**config.mk**
```make
export PLATFORM = sky130hd
export DESIGN_NAME = sync_tx_engine
export DESIGN_NICKNAME = d
export VERILOG_FILES = /design/src/rtl/sync_tx_pkg.sv /design/src/rtl/sync_tx_len_decode.sv /design/src/rtl/sync_tx_holdbuf.sv /design/src/rtl/sync_tx_crc.sv /design/src/rtl/sync_tx_engine.sv
export SDC_FILE = /design/constraint.sdc
export NUM_CORES = 1
export LEC_CHECK = 0
export BUFFER_PORTS_ARGS = -buffer_cell sky130_fd_sc_hd__buf_2
export CAP_MARGIN = 10
export CORE_MARGIN = 2
export CORE_UTILIZATION = 60
export CTS_CLUSTER_SIZE = 16
export DETAILED_ROUTE_END_ITERATION = 7
export HOLD_SLACK_MARGIN = 0.03
export PLACE_DENSITY = 0.78
export SETUP_SLACK_MARGIN = 0.05
export SLEW_MARGIN = 40
export SYNTH_ARGS = -nofsm -noshare
export SYNTH_HDL_FRONTEND = slang
export SYNTH_SLANG_ARGS = --single-unit
```
**constraint.sdc**
```tcl
create_clock -name clk -period 6.8 [get_ports clk]
set_clock_uncertainty 0.05 [all_clocks]
set_input_delay 1.36 -clock clk [delete_from_list [all_inputs] [get_ports clk]]
set_output_delay 1.36 -clock clk [all_outputs]
set_load 0.02 [all_outputs]
```
**src/rtl/sync_tx_pkg.sv**
```systemverilog
package sync_tx_pkg;
   typedef enum logic [1:0] {
      K_IDLE = 2'd0,
      K_DATA = 2'd1,
      K_CRC  = 2'd2,
      K_SYNC = 2'd3
   } tx_kind_e;
endpackage

```
**src/rtl/sync_tx_len_decode.sv**
```systemverilog
module sync_tx_len_decode #(
   parameter int CHAR_W = 8,
   parameter int LEN_W  = 4
) (
   input  logic [1:0]        len_sel,
   input  logic [CHAR_W-1:0] raw,
   output logic [LEN_W-1:0]  len,
   output logic [CHAR_W-1:0] data
);
   logic [3:0] top_nib;
   assign top_nib = raw[CHAR_W-1 -: 4];

   always_comb begin
      case (len_sel)
         2'd1:    len = LEN_W'(CHAR_W - 2);
         2'd2:    len = LEN_W'(CHAR_W - 1);
         2'd3:    len = LEN_W'(CHAR_W);
         default: begin
            if (top_nib == 4'b1111)      len = LEN_W'(1);
            else if (top_nib[3:1] == 3'b111) len = LEN_W'(2);
            else if (top_nib[3:2] == 2'b11)  len = LEN_W'(3);
            else if (top_nib[3])             len = LEN_W'(4);
            else                             len = LEN_W'(5);
         end
      endcase
   end

   for (genvar g = 0; g < CHAR_W; g++) begin : g_mask
      assign data[g] = (LEN_W'(g) < len) ? raw[g] : 1'b0;
   end
endmodule

```
**src/rtl/sync_tx_holdbuf.sv**
```systemverilog
module sync_tx_holdbuf #(
   parameter int CHAR_W = 8
) (
   input  logic              clk,
   input  logic              rst_n,
   input  logic              clr,
   input  logic              wr,
   input  logic [CHAR_W-1:0] wdata,
   input  logic              take,
   output logic              full,
   output logic [CHAR_W-1:0] rdata
);
   always_ff @(posedge clk or negedge rst_n) begin
      if (!rst_n) begin
         full  <= 1'b0;
         rdata <= '0;
      end else if (clr) begin
         full  <= 1'b0;
         rdata <= '0;
      end else if (take) begin
         full <= 1'b0;
      end else if (wr && !full) begin
         full  <= 1'b1;
         rdata <= wdata;
      end
   end

   AST_FULL_WRITE_DROPPED: assert property (@(posedge clk) disable iff (!rst_n)
      (wr && full && !take && !clr) |=> (full && $stable(rdata)));
   AST_TAKE_NEEDS_DATA: assert property (@(posedge clk) disable iff (!rst_n)
      take |-> full);
endmodule

```
**src/rtl/sync_tx_crc.sv**
```systemverilog
module sync_tx_crc #(
   parameter int                CHAR_W   = 8,
   parameter int                LEN_W    = 4,
   parameter int                CRC_W    = 16,
   parameter logic [CRC_W-1:0]  CRC_POLY = 16'h1021,
   parameter logic [CRC_W-1:0]  CRC_INIT = 16'hFFFF
) (
   input  logic              clk,
   input  logic              rst_n,
   input  logic              clr,
   input  logic              add,
   input  logic [CHAR_W-1:0] data,
   input  logic [LEN_W-1:0]  len,
   output logic [CRC_W-1:0]  crc
);
   logic [CRC_W-1:0] chain [CHAR_W+1];
   assign chain[0] = crc;

   for (genvar g = 0; g < CHAR_W; g++) begin : g_bit
      logic             fb;
      logic [CRC_W-1:0] stepped;
      assign fb        = chain[g][CRC_W-1] ^ data[g];
      assign stepped   = {chain[g][CRC_W-2:0], 1'b0} ^ (fb ? CRC_POLY : '0);
      assign chain[g+1] = (LEN_W'(g) < len) ? stepped : chain[g];
   end

   always_ff @(posedge clk or negedge rst_n) begin
      if (!rst_n)   crc <= CRC_INIT;
      else if (clr) crc <= CRC_INIT;
      else if (add) crc <= chain[CHAR_W];
   end

   AST_CRC_BACK_TO_PRESET: assert property (@(posedge clk) disable iff (!rst_n)
      clr |=> (crc == CRC_INIT));
endmodule

```
**src/rtl/sync_tx_engine.sv**
```systemverilog
module sync_tx_engine
   import sync_tx_pkg::*;
#(
   parameter int               CHAR_W    = 8,
   parameter int               CRC_W     = 16,
   parameter logic [CRC_W-1:0] CRC_POLY  = 16'h1021,
   parameter logic [CRC_W-1:0] CRC_INIT  = 16'hFFFF,
   parameter logic [CHAR_W-1:0] SYNC_CHAR = 8'h7E
) (
   input  logic              clk,
   input  logic              rst_n,
   input  logic              chan_rst,
   input  logic              bit_en,
   input  logic              ctl_wr,
   input  logic              ctl_tx_en,
   input  logic              ctl_brk,
   input  logic              ctl_crc_en,
   input  logic [1:0]        ctl_len_sel,
   input  logic              wr_en,
   input  logic [CHAR_W-1:0] wr_data,
   output logic              buf_empty,
   output logic              txd
);
   localparam int LEN_W = $clog2(CHAR_W + 1);
   localparam int SH_W  = CRC_W;
   localparam int CNT_W = $clog2(SH_W);

   if (CHAR_W != 8) begin : g_bad_char
      $error("sync_tx_engine: marker decode needs CHAR_W == 8");
   end
   if (CRC_W < CHAR_W) begin : g_bad_crc
      $error("sync_tx_engine: CRC_W must be at least CHAR_W");
   end

   // control word
   logic       tx_en_q, brk_q, crc_en_q;
   logic [1:0] len_sel_q;

   // shifter state
   logic [SH_W-1:0]  sh, sh_n;
   logic [CNT_W-1:0] cnt, cnt_n;
   tx_kind_e         kind, kind_n;
   logic             pend, pend_n;
   logic             out_bit, txd_q;

   // datapath links
   logic              buf_full, take, crc_add, crc_clr;
   logic [CHAR_W-1:0] buf_data, dec_data;
   logic [LEN_W-1:0]  dec_len;
   logic [CRC_W-1:0]  crc_val;

   sync_tx_holdbuf #(.CHAR_W(CHAR_W)) hold_i (
      .clk(clk), .rst_n(rst_n), .clr(chan_rst), .wr(wr_en), .wdata(wr_data),
      .take(take), .full(buf_full), .rdata(buf_data));

   sync_tx_len_decode #(.CHAR_W(CHAR_W), .LEN_W(LEN_W)) dec_i (
      .len_sel(len_sel_q), .raw(buf_data), .len(dec_len), .data(dec_data));

   sync_tx_crc #(.CHAR_W(CHAR_W), .LEN_W(LEN_W), .CRC_W(CRC_W),
                 .CRC_POLY(CRC_POLY), .CRC_INIT(CRC_INIT)) crc_i (
      .clk(clk), .rst_n(rst_n), .clr(crc_clr | chan_rst), .add(crc_add),
      .data(dec_data), .len(dec_len), .crc(crc_val));

   always_comb begin
      sh_n    = sh;
      cnt_n   = cnt;
      kind_n  = kind;
      pend_n  = pend;
      out_bit = 1'b1;
      take    = 1'b0;
      crc_add = 1'b0;
      crc_clr = 1'b0;
      if (bit_en) begin
         if (kind == K_CRC && cnt != '0 && !tx_en_q) begin
            // trailer abandoned: a sync byte takes its place
            out_bit = SYNC_CHAR[0];
            sh_n    = SH_W'(SYNC_CHAR) >> 1;
            cnt_n   = CNT_W'(CHAR_W - 1);
            kind_n  = K_SYNC;
            crc_clr = 1'b1;
            pend_n  = 1'b0;
         end else if (cnt != '0) begin
            out_bit = sh[0];
            sh_n    = sh >> 1;
            cnt_n   = cnt - CNT_W'(1);
         end else if (tx_en_q) begin
            if (buf_full) begin
               take    = 1'b1;
               out_bit = dec_data[0];
               sh_n    = SH_W'(dec_data) >> 1;
               cnt_n   = CNT_W'(dec_len - LEN_W'(1));
               kind_n  = K_DATA;
               crc_add = crc_en_q;
               pend_n  = pend | crc_en_q;
            end else if (crc_en_q && pend) begin
               out_bit = crc_val[0];
               sh_n    = SH_W'(crc_val) >> 1;
               cnt_n   = CNT_W'(CRC_W - 1);
               kind_n  = K_CRC;
               crc_clr = 1'b1;
               pend_n  = 1'b0;
            end else begin
               out_bit = SYNC_CHAR[0];
               sh_n    = SH_W'(SYNC_CHAR) >> 1;
               cnt_n   = CNT_W'(CHAR_W - 1);
               kind_n  = K_SYNC;
            end
         end else begin
            kind_n = K_IDLE;
         end
      end
   end

   always_ff @(posedge clk or negedge rst_n) begin
      if (!rst_n) begin
         tx_en_q   <= 1'b0;
         brk_q     <= 1'b0;
         crc_en_q  <= 1'b0;
         len_sel_q <= 2'd0;
         sh        <= '0;
         cnt       <= '0;
         kind      <= K_IDLE;
         pend      <= 1'b0;
         txd_q     <= 1'b1;
      end else if (chan_rst) begin
         tx_en_q   <= 1'b0;
         brk_q     <= 1'b0;
         crc_en_q  <= 1'b0;
         len_sel_q <= 2'd0;
         sh        <= '0;
         cnt       <= '0;
         kind      <= K_IDLE;
         pend      <= 1'b0;
         txd_q     <= 1'b1;
      end else begin
         if (ctl_wr) begin
            tx_en_q   <= ctl_tx_en;
            brk_q     <= ctl_brk;
            crc_en_q  <= ctl_crc_en;
            len_sel_q <= ctl_len_sel;
         end
         if (bit_en) begin
            sh    <= sh_n;
            cnt   <= cnt_n;
            kind  <= kind_n;
            pend  <= pend_n;
            txd_q <= brk_q ? 1'b0 : out_bit;
         end
      end
   end

   assign txd       = txd_q;
   assign buf_empty = !buf_full;

   AST_BREAK_FORCES_LOW: assert property (@(posedge clk) disable iff (!rst_n)
      (bit_en && brk_q && !chan_rst) |=> !txd);
   AST_IDLE_MARKS_HIGH: assert property (@(posedge clk) disable iff (!rst_n)
      (bit_en && !brk_q && !tx_en_q && cnt == '0 && !chan_rst) |=> txd);
   AST_CRC_ABANDON_SYNC: assert property (@(posedge clk) disable iff (!rst_n)
      (bit_en && !chan_rst && kind == K_CRC && cnt != '0 && !tx_en_q)
      |=> (kind == K_SYNC && cnt == CNT_W'(CHAR_W - 1)));
   AST_LEN_LEGAL: assert property (@(posedge clk) disable iff (!rst_n)
      (dec_len >= LEN_W'(1) && dec_len <= LEN_W'(CHAR_W)));
   AST_DISABLE_FINISHES: assert property (@(posedge clk) disable iff (!rst_n)
      (bit_en && !chan_rst && kind == K_DATA && cnt > CNT_W'(1) && !tx_en_q)
      |=> (kind == K_DATA && cnt == $past(cnt) - CNT_W'(1)));
endmodule

```
==> results.md <==
- The flow ran to the end, and the final reports show no timing, DRC or antenna violations.
- From bottom edge to top edge, the die measures 98.4 µm.
- The total global routing overflow is 0.
- The area of the core is 0.00868 mm².
- The total power per unit cell area is 231 mW/mm².
- After the first detailed-routing iteration, the DRC count stood at 567.
- The commonest register cell after synthesis is sky130_fd_sc_hd__dfrtp_1.
- The congestion estimate from routability-driven global placement came to 1.07.
- The logic depth of the worst register-to-register path is 17.
- The number of warning messages in the yosys log is 0.
- The clock drives 53 sinks.
- The post-CTS resize count is 0.
- The area of the die is 0.00968 mm².
- In the final layout, the share of cells above drive strength 1 is 0.165.
- Detailed placement ended at an HPWL of 12.8 mm.
- The number of nets in the synthesized netlist is 704.
- The slowest stage of the critical path belongs to the cell sky130_fd_sc_hd__ha_1.
- The class of the most critical hold timing path is register to register.
- The share of the core filled with cells is 0.631.
- For the finished layout, the period the worst path requires is 5.55 ns.
- The worst setup path is captured at a register.
- In the routed layout, each cell is associated on average with a via count of 7.20.
- Setup repair after global routing left no endpoint under its margin.
- Of all nets on the critical path, the largest fanout is 17.
- The number of nets in the layout is 684.
- Counting instances, the worst hold path has a depth of 1.
- Derived from the worst setup path, the maximum achievable clock frequency is 0.180 GHz.
- Input and output buffers added on the ports amount to 20.
- The filler cell count in the final layout is 764.
- In the final routed layout, each cell accounts on average for 22.8 µm.
- The number of cells on the critical path is 17.
- The H-tree generated during clock tree synthesis spans 2 levels.
- The later pin in the worst-skew pair is clocked with a latency of 0.33 ns.
- For this run, the total global-route usage over all layers was measured as 0.367.
- After synthesis, the most frequently instantiated cells are sky130_fd_sc_hd__nand2_1 (81), sky130_fd_sc_hd__nor2_1 (68), sky130_fd_sc_hd__a21oi_1 (55).
- Headroom to the max-slew limit came out at 0.443.
- The I/O pin total is 21.
- The share of total power dissipated in sequential elements is 0.303.
- The endpoint identified for the worst register-to-register timing path is crc_i.crc[5].
- Of the available clock period, the critical path in the final layout requires 0.816.
- The share of power burned in the clock network is 0.160.
- The data arrival time at the worst-slack endpoint is 5.76 ns.
- The total of max-cap violations is 0.
- The count of nets left with antenna violations once routing finished came out at 0.
- The number of remaining DRC errors is 0.
- The critical path goes through inv_1 -> ha_1 -> nand2_2 -> o211ai_4 -> inv_2 -> ha_1 -> nor2_1 -> a21o_1 -> nand2_1 -> and3_1 -> or3_1 -> a21oi_1 -> a211o_1 -> o221a_2 -> nand2_1 -> o211a_1 -> a31oi_1.
- The buffers plus inverters on the worst setup path is 2.
- The count of different cell masters after synthesis is 96.
- A synthesized cell averages 7.89 µm².
- The switching portion of total power is 0.483.
- Detailed routing inserted a total of 5,525 vias.
- The number of max-slew violations in the final report is 0.
- The share of total power dissipated in combinational logic is 0.536.
- The clock slew seen by the registers of the worst setup and hold paths is 0.11 ns.
- The pre-antenna-repair detailed-routing pass consisted of 6 iterations.
- The internal portion of the total power is 655 µW.
- The leakage power total is 2.10 nW.
- The count of antenna diodes in the layout is 0.
- The cell area after synthesis is 0.00535 mm².
- Broken down by cell family, the worst path's largest delay share belongs to compound AO/OA/AOI/OAI gates.
- The cell taking the most area after synthesis is sky130_fd_sc_hd__dfrtp_1.
- The floorplan step set the die width to 98.4 µm.
- For this configuration, the core starts out at a cell density of 0.616.
- The final instance area is 0.00548 mm².
- The delay contributed by the slowest stage of the critical path is 0.54 ns.
- The worst-case IR drop observed on VDD is 0.229 mV.
- The startpoint of the worst-slack reg-to-reg timing path is len_sel_q[0].
- STA puts the critical path data required time at 7.01 ns.
- Entering global routing, the biggest net connects 54 pins.
- The most common cell in the synthesized netlist is sky130_fd_sc_hd__nand2_1.
- The number of standard cells after synthesis is 678.
- Counting along the longest clock path gives a buffer depth of 2.
- The number of synthesized flops with an enable pin is 0.
- In this run the post-CTS setup repair buffer count came out at 0.
- The final number of setup-violating endpoints is 0.
- The total net switching power is 612 µW.
- The register-to-register path setup slack is 1.25 ns.
- After synthesis, the share of flip-flops with an asynchronous set or reset is 1.00.
- In this run the core area contains 34 standard-cell rows.
- The wire length of the first global-routing pass is 28.3 mm.
- The number of hold violations in the final report is 0.
- For the pin with the worst max-slew slack, the measured transition is 0.836 ns.
- The setup path with the least slack is of type register to register.
- The fraction of post-synthesis cell area in the top cell type by area is 0.168.
- TritonCTS built the clock tree.
- The clock root buffer master is sky130_fd_sc_hd__clkbuf_8.
- The number of buffers inserted for hold repair after clock tree synthesis is 0.
- By area the synthesized netlist is led by sky130_fd_sc_hd__dfrtp_1 (17%), sky130_fd_sc_hd__dfstp_2 (8.4%), sky130_fd_sc_hd__nand2_1 (5.7%).
- The destination of the worst hold path is txd.
- The share of the yosys chip area belonging to registers is 0.252.
- The number of storage elements in the synthesis netlist is 53.
- The kind of launch point of the worst setup path is a register.
- The setup TNS after final layout is 0 ns.
- Counting the buffers created by CTS gives 5.
- Relative to the synthesized area, the layout overhead comes to 2.41%.
- Once placement finished, the instance area stood at 0.00537 mm².
- The number of antenna violations at the first check in global routing came to 0.
- The startpoint identified for the worst hold timing path is brk_q.
- The routed design has 17.5 mm of wire.
- The number of global-route vias before repair is 5,176.
-- sequential cells by signal, indices dropped and copies added (netlist names) --
| name | flops |
|---|---|
| brk_q | 1 |
| cnt | 4 |
| crc_en_q | 1 |
| crc_i.crc | 16 |
| hold_i.full | 1 |
| hold_i.rdata | 8 |
| kind | 2 |
| len_sel_q | 2 |
| pend | 1 |
| sh | 15 |
| tx_en_q | 1 |
| txd | 1 |
-- cells in the final DEF, fill, tap and decap left out, types with 5 or more instances in the layout --
cell	instances
sky130_fd_sc_hd__xnor2_1	15
sky130_fd_sc_hd__o211ai_1	11
sky130_fd_sc_hd__nand2b_1	6
sky130_fd_sc_hd__a22oi_1	10
sky130_fd_sc_hd__o21a_1	5
sky130_fd_sc_hd__o31ai_1	9
sky130_fd_sc_hd__o22ai_1	5
sky130_fd_sc_hd__o221ai_1	7
sky130_fd_sc_hd__ha_1	6
sky130_fd_sc_hd__mux2i_1	19
sky130_fd_sc_hd__buf_4	6
sky130_fd_sc_hd__a31oi_1	16
sky130_fd_sc_hd__nand3_1	24
sky130_fd_sc_hd__mux2_2	8
sky130_fd_sc_hd__nand2_1	81
sky130_fd_sc_hd__xor2_1	11
sky130_fd_sc_hd__o21ai_0	31
sky130_fd_sc_hd__dfstp_2	17
sky130_fd_sc_hd__nor2_1	68
sky130_fd_sc_hd__o21ai_1	8
sky130_fd_sc_hd__inv_1	14
sky130_fd_sc_hd__a21o_1	12
sky130_fd_sc_hd__clkbuf_8	5
sky130_fd_sc_hd__a211oi_1	16
sky130_fd_sc_hd__nor3_1	9
sky130_fd_sc_hd__buf_2	20
sky130_fd_sc_hd__dfrtp_1	36
sky130_fd_sc_hd__o32a_1	6
sky130_fd_sc_hd__a21oi_1	54
-- cell families after synthesis --
family,synth area share
AOI/OAI and AO/OA,0.346
and+or+nand+nor,0.216
buffers and inverters,0.0613
DFF,0.252
xor gates and xnor gates,0.0559
muxes,0.0524
adders and majority gates,0.0164
-- power by group through the flow --
stage	combinational, mW	sequential (mW)	clock (mW)
3_3_place_gp	0.646	0.387	0
3_5_place_dp	0.658	0.388	0
4_1_cts	0.661	0.383	0.205
5_1_grt	0.742	0.389	0.216
6_report	0.680	0.384	0.203
2_1_floorplan	0.510	0.376	0
-- per-stage QoR --
stage	setup WS, ns	power [mW]	std cells	hold WS, ns
6_report	1.25	1.27	767	0.409
3_5_place_dp	1.48	1.05	759	0.404
5_1_grt	0.977	1.35	767	0.436
4_1_cts	1.44	1.25	767	0.419
3_3_place_gp	1.39	1.03	759	0.386
2_1_floorplan	2.72	0.886	678	0.348
-- worst reg2reg max path: cells and delay by family, from the launching register on --
family	cells	cell delay [ns]
AO/OA/AOI/OAI	7	2.22
AND/OR/NAND/NOR	6	1.59
adder cells (fa/ha/maj)	2	0.84
flip-flops	1	0.42
buffers and inverters	2	0.36
-- worst max path at each step --
stage                    endpoint  slack (ns)         start
finish               crc_i.crc[5]        1.25  len_sel_q[0]
global route         crc_i.crc[5]        0.98  len_sel_q[0]
CTS                  crc_i.crc[5]        1.44  len_sel_q[0]
detailed placement   crc_i.crc[5]        1.48  len_sel_q[0]
global placement    crc_i.crc[12]        1.39  len_sel_q[0]
floorplan           crc_i.crc[12]        2.72  len_sel_q[0]
-- layout make-up --
cell class | count | area [µm²] | share of cell area
Clock inverter | 3 | 28.8 | 0.00526
Tap cell | 108 | 135 | 0.0247
Timing Repair Buffer | 26 | 145 | 0.0265
Sequential cell | 53 | 1350 | 0.246
Inverter | 18 | 67.6 | 0.0123
Multi-Input combinational cell | 554 | 3680 | 0.673
Clock buffer | 5 | 68.8 | 0.0126
-- per-layer routing --
layer / share of wire / wire length, µm / vias up / track usage
li1: - / - / 2489 / -
met1: 0.42 / 7350 / 2636 / 0.532
met2: 0.44 / 7640 / 336 / 0.542
met3: 0.11 / 1850 / 64 / 0.0680
met4: 0.038 / 660 / 0 / 0.145
met5: 0 / 0 / - / 0
Note: power is estimated with default switching activity, not from simulation.
